`config.mk`:
```
export PLATFORM = sky130hd
export DESIGN_NAME = twowire_dual_master
export DESIGN_NICKNAME = d
export VERILOG_FILES = /design/src/rtl/twowire_dual_master.sv
export SDC_FILE = /design/constraint.sdc
export NUM_CORES = 1
export LEC_CHECK = 0
export ABC_AREA = 1
export BUFFER_PORTS_ARGS = -buffer_cell sky130_fd_sc_hd__buf_2
export CORE_UTILIZATION = 40
export CTS_BUF_LIST = sky130_fd_sc_hd__clkbuf_16
export CTS_CLUSTER_DIAMETER = 120
export DETAILED_ROUTE_END_ITERATION = 12
export GPL_ROUTABILITY_DRIVEN = 0
export PLACE_DENSITY_LB_ADDON = 0.25
export SYNTH_ARGS = -nofsm -noshare
export SYNTH_HDL_FRONTEND = slang
export SYNTH_SLANG_ARGS = --single-unit
```
`constraint.sdc`:
```
create_clock -name clk -period 2.62 [get_ports clk]
set_clock_uncertainty 0.05 [all_clocks]
set_input_delay 0.131 -clock clk [delete_from_list [all_inputs] [get_ports clk]]
set_output_delay 0.131 -clock clk [all_outputs]
set_load 0.01 [all_outputs]
```
`src/rtl/twowire_dual_master.sv`:
```
module twowire_dual_master #(
  parameter int Q_MGMT = 1,
  parameter int Q_LOW  = 63
) (
  input  logic        clk,
  input  logic        rst_n,
  input  logic        cfg_lowspeed,
  input  logic        cmd_valid,
  input  logic        cmd_read,
  input  logic [6:0]  cmd_dev,
  input  logic [4:0]  cmd_reg,
  input  logic [15:0] cmd_wdata,
  output logic        busy,
  output logic        done,
  output logic [15:0] rdata,
  output logic        nack,
  output logic        scl_oe,
  output logic        sda_oe,
  input  logic        sda_in,
  output logic        proto_ind
);
  localparam int QMAX = (Q_LOW > Q_MGMT) ? Q_LOW : Q_MGMT;
  localparam int QW   = $clog2(QMAX + 1);
  localparam logic [6:0] LAST_M = 7'd63;
  localparam logic [6:0] LAST_L = 7'd19;

  logic          proto, rd;
  logic [6:0]    dev;
  logic [4:0]    rg;
  logic [15:0]   wd;
  logic [6:0]    bidx;
  logic [1:0]    q;
  logic [QW-1:0] qcnt, qreload;
  logic          scl_v, sda_v, last;

  wire [63:0] mframe = {32'hFFFF_FFFF, 2'b01, rd ? 2'b10 : 2'b01, dev[4:0], rg,
                        rd ? 2'b11 : 2'b10, rd ? 16'hFFFF : wd};
  wire [7:0]  abyte  = {dev, rd};
  wire        qend   = busy && (qcnt == '0);

  always_comb begin
    scl_v = q[1];
    sda_v = 1'b1;
    last  = 1'b0;
    if (!proto) begin
      sda_v = mframe[6'(7'd63 - bidx)];
      last  = (bidx == LAST_M);
    end else if (bidx == 7'd0) begin
      scl_v = 1'b1;
      sda_v = ~q[1];
    end else if (bidx <= 7'd8) begin
      sda_v = abyte[3'(7'd8 - bidx)];
    end else if (bidx >= 7'd10 && bidx <= 7'd17) begin
      sda_v = rd | wd[3'(7'd17 - bidx)];
    end else if (bidx == LAST_L) begin
      scl_v = (q != 2'd0);
      sda_v = q[1];
      last  = 1'b1;
    end
  end

  assign scl_oe    = busy & ~scl_v;
  assign sda_oe    = busy & ~sda_v;
  assign proto_ind = busy & proto;

  always_ff @(posedge clk or negedge rst_n) begin
    if (!rst_n) begin
      busy <= 1'b0; done <= 1'b0; proto <= 1'b0; rd <= 1'b0;
      dev <= '0; rg <= '0; wd <= '0; bidx <= '0; q <= '0;
      qcnt <= '0; qreload <= '0; rdata <= '0; nack <= 1'b0;
    end else begin
      done <= 1'b0;
      if (!busy) begin
        if (cmd_valid) begin
          busy    <= 1'b1;
          proto   <= cfg_lowspeed;
          qreload <= cfg_lowspeed ? QW'(Q_LOW - 1) : QW'(Q_MGMT - 1);
          qcnt    <= cfg_lowspeed ? QW'(Q_LOW - 1) : QW'(Q_MGMT - 1);
          rd <= cmd_read; dev <= cmd_dev; rg <= cmd_reg; wd <= cmd_wdata;
          bidx <= '0; q <= '0; rdata <= '0; nack <= 1'b0;
        end
      end else if (!qend) begin
        qcnt <= qcnt - 1'b1;
      end else begin
        qcnt <= qreload;
        q    <= q + 1'b1;
        if (q == 2'd2) begin
          if (rd && ((!proto && bidx >= 7'd48) ||
                     (proto && bidx >= 7'd10 && bidx <= 7'd17)))
            rdata <= {rdata[14:0], sda_in};
          if (proto && sda_in && (bidx == 7'd9 || (bidx == 7'd18 && !rd)))
            nack <= 1'b1;
        end
        if (q == 2'd3) begin
          if (last) begin
            busy <= 1'b0;
            done <= 1'b1;
          end else if (proto && nack) begin
            bidx <= LAST_L;
          end else begin
            bidx <= bidx + 1'b1;
          end
        end
      end
    end
  end
endmodule


```
==> qor.yml, run 1 <==
ys_top_cells_by_area: "dfrtp_1, nand2_1, o21ai_2, nand3_1, inv_1"
synth_top_area_share_pct: 43.11
postSynthCellCount: 477
grt_max_degree: 65
tritoncts: "built"
rsz0062_at_grt: "false"
track_usage_pct: 18.78
crit_family: "compound AO/OA/AOI/OAI gates"
ys_seq_area_share_pct: 43.11
syn_area_per_cell_um2: 7.788
fin_tns_setup_ps: 0
maxCapViolCount: 0
clkLatencyLatePin_ps: 330
cp.depth: 11
setup_viol: 0
slowest_stage: "dfrtp_2"
timing.slew.headroom_pct: 45.17
finalMaxSlewViolations: 0
antennaDiodeCount: 0
r2r-start: "bidx[2]"
cts_setup_buffers: 0
fin_crit_sh_pct: 92.02
clk_transition_reported_paths_ps: 50
fin_crit_ps: 2411
setup_ws_ps: 209.0
grtUsageMet1_pct: 24.12
portBuffers: 55
max_freq_mhz: 414.8
grt_use_met2_pct: 30.77
slowest_delay_ps: 480
numCtsBuffers: 9
routed_wl_um: 8143
syn-num-nets: 524
grtUsageMet3_pct: 5.011
worstSetupStartpointType: "flop"
hold_depth: 3
vias: 3258
critPathBufInv: 3
dp_slack_ps: 523.2
hold_viol: 0
cts-root-buf: "clkbuf_16"
grt_busiest_layer: "met2"
clock-sinks: 64
cp.arrival_ps: 2230
overflow: 0
cp_max_fo: 8
first_iter_violations: 155
critPathLaunch: "bidx[2]"
peakVddDrop_uv: 449.9
cp.required_ps: 2440
async_flop_share_pct: 100.0
r2r_end: "rdata[0]"
yosysMostFrequentCell: "nand2_1"
die_h_um: 98.37
ys_ff_latch: 64
dr.pass1.iters: 8
coreArea_um2: 8848
dp_hpwl_um: 5520
path_class: "flop to output port"
cts_htree_levels: 3
ios: 56
die_w_um: 98.37
start_util_pct: 41.98
fp-row-count: 34
antenna_found_initial: 0
cpMostUsedCell: "a21oi_1"
grt_pass1_wl_um: 14600
path_cells: "inv_1 -> ha_1 -> inv_1 -> a21oi_1 -> o21ai_1 -> nand2_1 -> nand2_1 -> a21oi_1 -> o21ai_0 -> a21oi_1 -> buf_2"
violations: "design-rule violations"
ys.flop_type: "dfrtp_1"
synth_edf_count: 0
dieArea_um2: 9677
endpoint: "scl_oe"
synthTopCellsByCount: "nand2_1, dfrtp_1, inv_1, nand3_1, o21ai_0"
nFillCells: 879
power_density_nw_per_um2: 770.7
reg2regPathDepth: 11
nets: 607
yosys.area.top_type: "dfrtp_1"
synthToLayoutAreaGrowth_pct: 25.40
yosys_warnings: 0
multi_input_area_um2: 1765
power_leakage_uw: 0.002360
end_kind: "output port"
synth_area_um2: 3715
r2r_setup_slack_ps: 530
ys_types: 33
hold_class: "primary input to flop"
drcViolationCount: 4
min_from: "cmd_read"
clockBufferDepth: 2
status: "complete, but fails checks"
worst_slew_pin_slew_ps: 822.5
wl_per_cell_um: 12.10
layout-drive-gt1-share_pct: 22.12
regArea_um2: 1603
ant_nets: 0
vias_per_cell: 4.841
grt_pass1_vias: 3150
registers in the layout, indices dropped and copies added (netlist names):
signal	flops
rg	5
rdata	16
qcnt	6
q	2
rd	1
qreload	1
busy	1
nack	1
bidx	7
done	1
wd	16
dev	7
cells in the final DEF, fill, tap and decap left out, drive strengths merged:
master	Yosys	routed
o21ai	58	58
xnor2	2	2
nand3b	1	1
nor3	7	7
clkbuf	8	9
o221ai	3	3
a21boi	2	2
a21oi	12	12
nand4	1	1
or2	1	1
dlygate4sd3	0	30
dfrtp	64	64
buf	14	64
nand2	173	173
nor2	17	17
clkinv	1	3
bufinv	0	1
o211ai	4	4
o21a	1	1
inv	53	54
xor2	4	4
ha	13	13
clkinvlp	0	3
nand3	38	38
worst min path at each step:
| stage | to | slack [ps] |
|---|---|---|
| floorplan | bidx[0] | -210 |
| global placement | wd[11] | 270 |
| detailed placement | wd[12] | 280 |
| CTS | rd | 4 |
| global route | rd | 30 |
| finish | rd | 4 |
cell type report:
cell class | count | area share [%]
multi-input cells | 337 | 37.90
clock buffers | 9 | 4.835
repair buffers | 94 | 14.07
well taps | 108 | 2.901
clock inverters | 7 | 1.531
flip-flops and latches | 64 | 34.41
inverters | 54 | 4.351
logic make-up after synthesis:
| logic type | count (synthesis) | share of synthesized area (%) |
|---|---|---|
| flip-flops | 64 | 43.11 |
| AO/OA/AOI/OAI | 80 | 14.08 |
| AND/OR/NAND/NOR | 238 | 27.65 |
| XOR/XNOR | 6 | 1.415 |
| buffers and inverters | 76 | 9.363 |
| adder cells (fa/ha/maj) | 13 | 4.379 |
metal layers:
metal / up-vias / share of wire [%]
met3: 11 / 4.3
met4: 0 / 1.5
met5: - / 0
met2: 81 / 47
met1: 1486 / 47
li1: 1680 / -
power by group:
part	internal [uW]	switching [uW]
Combinational	480	695
Clock	735	452
Sequential	1120	106
Total	2340	1250
timing repair:
action / in CTS / in global routing
endpoints found under the hold margin: 93 / 0
gates resized for setup: 0 / 1
setup endpoints to repair: 0 / 2
hold buffers: 30 / 0
stage by stage:
step | instance area, um^2 | hold WS (ps) | power, uW | instances | utilization [%]
global route | 4658 | 30.76 | 3856 | 673 | 52.64
finish | 4658 | 4.368 | 3590 | 673 | 52.64
floorplan | 3715 | -214.6 | 2079 | 477 | -
CTS | 4657 | 3.655 | 3621 | 673 | 52.63
global placement | 4060 | 273.9 | 2360 | 627 | 45.89
detailed placement | 4060 | 278.2 | 2387 | 627 | 45.89
tightest hold or removal path, stage by stage:
cell,delay (ps)
buf_2,80
nand2_1,50
o21ai_0,80
(Power assumes the default switching activity.)
==> inputs of run 2 (changes only) <==
--- a/config.mk
+++ b/config.mk
@@ -5,7 +5,6 @@
 export SDC_FILE = /design/constraint.sdc
 export NUM_CORES = 1
 export LEC_CHECK = 0
-export ABC_AREA = 1
 export BUFFER_PORTS_ARGS = -buffer_cell sky130_fd_sc_hd__buf_2
 export CORE_UTILIZATION = 40
 export CTS_BUF_LIST = sky130_fd_sc_hd__clkbuf_16
==> run 2 against run 1 <==
The flow now finishes without violations. Clock power shrank 13%. Sequential power grew 7%. Maximum frequency shrank 4.9%. Sequential share of layout area grew 0.21 points. Global-route usage grew 3.0 points. Sequential cell count is the same. Area after synthesis shrank 4.5%. Combinational power grew 15%. First-iteration DRC count shrank 1.9%. Register-to-register slack lost 350 ps. Count of clock-buffer cells in the layout is the same. Final area shrank 0.54%. Largest power group is now combinational logic.
==> qor.yml, run 2 <==
vias_per_cell: 5.312  # +9.7%
ys_ff_latch: 64  # unchanged
start_util_pct: 42.33  # +0.35 points
synthTopCellsByCount: "nand2_1, dfrtp_1, mux2i_1, clkbuf_1, inv_1"
routed_wl_um: 9210  # +13%
end_kind: "output port"
async_flop_share_pct: 100.0  # unchanged
top_regs: "rdata x16, wd x16"
dr.pass1.iters: 4  # -4
dpl_cell_area_um2: 4025  # -0.86%
numCtsBuffers: 9  # unchanged
overflow: 0  # unchanged
grt_pass1_vias: 3129  # -0.67%
nets: 524  # -14%
seqPwrFrac_pct: 35.5  # +1.3 points
path_cells: "buf_4 -> buf_4 -> ha_1 -> a211oi_1 -> a211oi_1 -> nor4b_1 -> nor4_2 -> buf_2"
syn_area_per_cell_um2: 9.363  # +20%
synth_area_um2: 3548  # -4.5%
antenna_found_initial: 0  # unchanged
timing.slew.headroom_pct: 49.32  # +4.1 points
postSynthCellCount: 379  # -21%
vias: 3113  # -4.5%
ant_nets: 0  # unchanged
worstSetupStartpointType: "flop"
setup_viol: 0  # unchanged
fp-row-count: 33  # -2.9%
tritoncts: "built"
track_usage_pct: 21.81  # +3.0 points
dp_hpwl_um: 6210  # +13%
layout_common_cells: "nand2_1, dfrtp_1, buf_2, dlygate4sd3_1, buf_4"
final_util_pct: 55.28  # +2.6 points
cts_htree_levels: 3  # unchanged
cp.required_ps: 2440  # about the same
synthToLayoutAreaGrowth_pct: 30.57
grt_max_degree: 36  # -45%
portBuffers: 55  # unchanged
cp_max_fo: 4  # -4
maxCapViolCount: 0  # unchanged
fin_cells: 586  # -13%
ios: 56  # unchanged
cp.arrival_ps: 2360  # +130 ps
wl_per_cell_um: 15.72  # +30%
dieArea_um2: 9252  # -4.4%
finalMaxSlewViolations: 0  # unchanged
internal-power_uw: 2474  # +5.9%
design_area_um2: 4633  # -0.54%
slowest_delay_ps: 460  # -20 ps
synth_top_area_share_pct: 45.13  # +2.0 points
p_sw_uw: 1214  # -3.1%
hold_class: "primary input to flop"
first_iter_violations: 152  # -1.9%
ys.flop_type: "dfrtp_1"
ys_types: 51  # +55%
yosys.area.top_type: "dfrtp_1"
clkPwrFrac_pct: 28.1  # -5.0 points
hold_viol: 0  # unchanged
fin_tns_setup_ps: 0  # unchanged
power_leakage_uw: 0.002382  # +0.91%
clockBufferDepth: 2  # unchanged
peakVddDrop_uv: 358.3  # -20%
syn-num-nets: 426  # -19%
clkLatencyLatePin_ps: 320  # about the same
cts-root-buf: "clkbuf_16"
comb_power_share_pct: 36.4  # +3.7 points
die_h_um: 96.19  # -2.2%
switching_share_pct: 32.92  # -2.0 points
fin_crit_ps: 2536  # +125.4 ps
antennaDiodeCount: 0  # unchanged
rsz0062_at_grt: "true"
status: "finished clean"
grt_pass1_wl_um: 15220  # +4.3%
fin_crit_sh_pct: 96.81  # +4.8 points
clk_transition_reported_paths_ps: 50  # about the same
yosysMostFrequentCell: "nand2_1"
slowest_stage: "nor4b_1"
layout_commonest_cell: "nand2_1"
die_w_um: 96.19  # -2.2%
worst_slew_pin_slew_ps: 760.3  # -62.22 ps
synth_edf_count: 0  # unchanged
whs_ps: 9.211  # +4.843 ps
drcViolationCount: 0  # -4
power_density_nw_per_um2: 796.0  # +3.3%
max_freq_mhz: 394.3  # -4.9%
dp.cells: 537  # -14%
clock-sinks: 64  # unchanged
path_class: "flop to output port"
ys_top_cells_by_area: "dfrtp_1, nand2_1, mux4_2, mux2i_1, ha_1"
ys_seq_area_share_pct: 45.13  # +2.0 points
yosys_warnings: 0  # unchanged
coreArea_um2: 8382  # -5.3%
layout-drive-gt1-share_pct: 24.53  # +2.4 points
## run 2: cell types whose count changed after synthesis, moves of 6 or more
cell / before / now
o21ai_0: 31 / 10
nand3_1: 37 / 8
a31oi_1: 0 / 6
mux2i_1: 0 / 20
inv_2: 7 / 0
o21ai_2: 25 / 0
nand2_1: 167 / 132
clkbuf_1: 8 / 16
mux4_2: 0 / 10
a21oi_1: 12 / 6
inv_1: 46 / 14
buf_2: 7 / 0
## run 2: worst paths after layout
check	start	depth (start not counted)	endpoint	slack (ps)
worst max-delay path	bidx[0]	8	sda_oe	80
worst min-delay path	cfg_lowspeed	3	qreload[4]	9
worst max register to register	qcnt[0]	7	bidx[4]	180
min in group asynchronous	rst_n	2	dev[3]	370
max in group asynchronous	rst_n	3	bidx[2]	1510
worst min register to register	wd[11]	2	wd[11]	420
## run 2: layout make-up
type,instances,area (um^2)
multi-input cells,281,1839
clock inverters,6,30.03
fillers,746,3749
clock buffers,9,225.2
well taps,105,131.4
flip-flops and latches,64,1604
inverters,14,52.55
repair buffers,107,750.7
## run 2: critical path, delay by kind of cell, from the launching register on
family / cells / cell delay (ps)
AND/OR/NAND/NOR: 2 / 580
buffers and inverters: 3 / 460
flip-flops: 1 / 430
AO/OA/AOI/OAI: 2 / 310
adder cells (fa/ha/maj): 1 / 270
## run 2: metal layers
layer | global-route usage [%] | wire length, um | vias to the layer above
li1 | - | - | 1499
met1 | 28.09 | 4039 | 1496
met2 | 35.76 | 4536 | 92
met3 | 4.344 | 404 | 26
met4 | 8.955 | 230 | 0
met5 | 0 | 0 | -
## run 2: power groups by stage
stage	combinational, uW	clock, uW	sequential [uW]
floorplan	837	0	1310
global placement	1180	0	1320
detailed placement	1210	0	1330
CTS	1310	1070	1310
global route	1480	1110	1340
finish	1340	1040	1310
## run 2: per-stage QoR
stage               worst slack (ps)  power [uW]
floorplan                      33.17        2146
global placement               213.5        2505
detailed placement             145.7        2545
CTS                            15.83        3691
global route                  -36.12        3924
finish                         83.64        3688
## run 2: logic make-up after synthesis
group,after synthesis,synth area share [%]
AND/OR/NAND/NOR,183,22.29
AO/OA/AOI/OAI,50,10.72
multiplexers,32,12.62
flip-flops,64,45.13
XOR/XNOR,3,0.7406
buffers and inverters,34,3.914
adder cells (fa/ha/maj),13,4.584
## run 2: timing repair
| action | 4_1_cts | 5_1_grt |
|---|---|---|
| hold buffers | 29 | 0 |
| buffers inserted | 3 | 2 |
| endpoints found under the hold margin | 59 | 0 |
| gates cloned | 0 | 0 |
| pin swaps | 1 | 3 |
| gates resized for setup | 5 | 4 |
| endpoints found under the setup margin | 1 | 3 |
==> inputs of run 3 (changes only) <==
--- a/config.mk
+++ b/config.mk
@@ -5,11 +5,12 @@
 export SDC_FILE = /design/constraint.sdc
 export NUM_CORES = 1
 export LEC_CHECK = 0
-export BUFFER_PORTS_ARGS = -buffer_cell sky130_fd_sc_hd__buf_2
+export CORE_MARGIN = 10
 export CORE_UTILIZATION = 40
 export CTS_BUF_LIST = sky130_fd_sc_hd__clkbuf_16
 export CTS_CLUSTER_DIAMETER = 120
 export DETAILED_ROUTE_END_ITERATION = 12
+export DONT_BUFFER_PORTS = 1
 export GPL_ROUTABILITY_DRIVEN = 0
 export PLACE_DENSITY_LB_ADDON = 0.25
 export SYNTH_ARGS = -nofsm -noshare
==> run 3 against run 2 <==
Global-route usage fell by 7.5 points. Worst hold slack improved by 69 ps. Clock power rose by 18%. First-iteration DRC count rose by 23%. Count of clock-buffer cells in the layout did not move. Critical path type unchanged. Critical endpoint unchanged.
==> qor.yml, run 3 (same netlist as run 2, synthesis figures left out) <==
met1_length_um: 4104  # +1.6%
clkLatencyLatePin_ps: 320  # about the same
nets: 478  # -8.8%
ios: 56  # unchanged
clock-sinks: 64  # unchanged
synthToLayoutAreaGrowth_pct: 28.21
clockBufferDepth: 2  # unchanged
fin_crit_ps: 2517  # -19.34 ps
portBuffers: 0  # -100%
grt_pass1_vias: 2974  # -5.0%
end_kind: "output port"
routed_wl_um: 9282  # +0.78%
p_sw_uw: 1230  # +1.3%
critPathBufInv: 2  # -1
worst_slew_pin_slew_ps: 594.8  # -165.5 ps
power_density_nw_per_um2: 863.8  # +8.5%
finalMaxSlewViolations: 0  # unchanged
switching_share_pct: 31.31  # -1.6 points
fin_crit_sh_pct: 96.07  # -0.74 points
drcViolationCount: 0  # unchanged
vias_per_cell: 5.426  # +2.1%
met2_length_um: 4569  # +0.73%
worstSetupStartpointType: "flop"
rsz0062_at_grt: "false"
dp.cells: 487  # -9.3%
die_w_um: 114.2  # +19%
nFillCells: 813  # +9.0%
slowest_delay_ps: 520  # +60 ps
path_cells: "buf_4 -> mux4_2 -> a221oi_2 -> nor4b_1 -> nor4_2 -> buf_4"
hold_viol: 0  # unchanged
fp-row-count: 34  # +3.0%
layout-drive-gt1-share_pct: 16.74  # -7.8 points
die_h_um: 114.2  # +19%
maxCapViolCount: 0  # unchanged
cpMostUsedCell: "buf_4"
setup_viol: 0  # unchanged
clk_transition_reported_paths_ps: 50  # about the same
top_regs: "rdata x16, wd x16"
start_util_pct: 40.89  # -1.4 points
top_layer: "met4"
power_leakage_uw: 0.002242  # -5.9%
vias: 2952  # -5.2%
fin_tns_setup_ps: 0  # unchanged
path_class: "flop to output port"
ant_nets: 0  # unchanged
crit_family: "multiplexers"
antennaDiodeCount: 0  # unchanged
internal-power_uw: 2700  # +9.1%
dr.pass1.iters: 5  # +1
wl_per_cell_um: 17.06  # +8.6%
layout_commonest_cell: "nand2_1"
cp.required_ps: 2440  # about the same
peakVddDrop_uv: 424.2  # +18%
clkPwrFrac_pct: 31.4  # +3.3 points
cts_htree_levels: 3  # unchanged
hold_class: "primary input to flop"
fin_cells: 544  # -7.2%
timing.slew.headroom_pct: 59.99  # +11 points
dieArea_um2: 13040  # +41%
cts-root-buf: "clkbuf_16"
max_freq_mhz: 397.3  # +0.77%
tritoncts: "built"
antenna_found_initial: 0  # unchanged
slowest_stage: "mux4_2"
grt_pass1_wl_um: 15230  # about the same
first_iter_violations: 187  # +23%
grt_max_degree: 65  # +81%
track_usage_pct: 14.34  # -7.5 points
dp_hpwl_um: 6169  # -0.66%
overflow: 0  # unchanged
cp_max_fo: 7  # +3
numCtsBuffers: 9  # unchanged
route.met3.wl_um: 480  # +19%
status: "finished clean"
seqPwrFrac_pct: 34.6  # -0.9 points
layout_common_cells: "nand2_1, dfrtp_1, dlygate4sd3_1, buf_4, mux2i_1"
cp.arrival_ps: 2340  # -20 ps
comb_power_share_pct: 34.1  # -2.3 points
coreArea_um2: 8678  # +3.5%
## run 3: changes by cell type in the layout (fill, tap and decap cells not counted), sizes merged
cell         before  now
dlygate4sd3      29   33
inv              16   17
bufinv            0    2
clkinv            4    2
buf              78   28
## run 3: layout make-up
type | instances | area, um^2 | area share [%]
Multi-Input combinational cell | 281 | 1872 | 41.14
Sequential cell | 64 | 1607 | 35.31
Timing Repair Buffer | 61 | 573.1 | 12.60
Clock buffer | 9 | 225.2 | 4.950
Tap cell | 108 | 135.1 | 2.970
Clock inverter | 7 | 80.08 | 1.760
Inverter | 14 | 57.56 | 1.265
## run 3: layer usage
metal	vias to the layer above	global-route usage [%]
met3	10	3.669
met5	-	0
met1	1423	17.75
met4	0	5.263
met2	100	23.54
li1	1419	-
## run 3: through the flow
step	util, %	cell area (um^2)	power [uW]	hold slack, ps	worst slack (ps)
2_1_floorplan	-	3556	2146	-214.6	33.17
3_3_place_gp	43.28	3756	2450	-209.3	194.6
3_5_place_dp	43.28	3756	2469	-208.9	58.03
4_1_cts	51.14	4438	3802	76.30	17.72
5_1_grt	52.42	4549	4159	137.6	1.892
6_report	52.42	4549	3930	77.97	103.0
## run 3: final timing paths
| path | startpoint | endpoint | slack (ps) | cells after the start |
|---|---|---|---|---|
| setup / recovery | bidx[0] | sda_oe | 100 | 6 |
| hold / removal | cmd_valid | qreload[4] | 80 | 3 |
| setup reg to reg | bidx[2] | bidx[4] | 270 | 8 |
| hold reg to reg | rg[3] | rg[3] | 420 | 2 |
| max in group asynchronous | rst_n | bidx[2] | 1920 | 2 |
| min in group asynchronous | rst_n | q[1] | 290 | 2 |
## run 3: tightest hold or removal path: stages
cell and delay [ps]:
nor2b_2 130, nand2_1 80, o21ai_0 70
## run 3: what timing repair did
action	CTS	global route
endpoints found under the setup margin	2	9
gates resized for setup	6	15
endpoints found under the hold margin	99	0
cloned	0	0
hold buffers	34	0
setup buffers	1	6
pin swaps	1	4
## run 3: power groups by stage
stage | sequential, uW | clock (uW) | combinational, uW
after floorplan | 1310 | 0 | 837
after global placement | 1350 | 0 | 1100
after detailed placement | 1360 | 0 | 1110
after CTS | 1350 | 1250 | 1200
after global routing | 1390 | 1300 | 1480
final | 1360 | 1230 | 1340
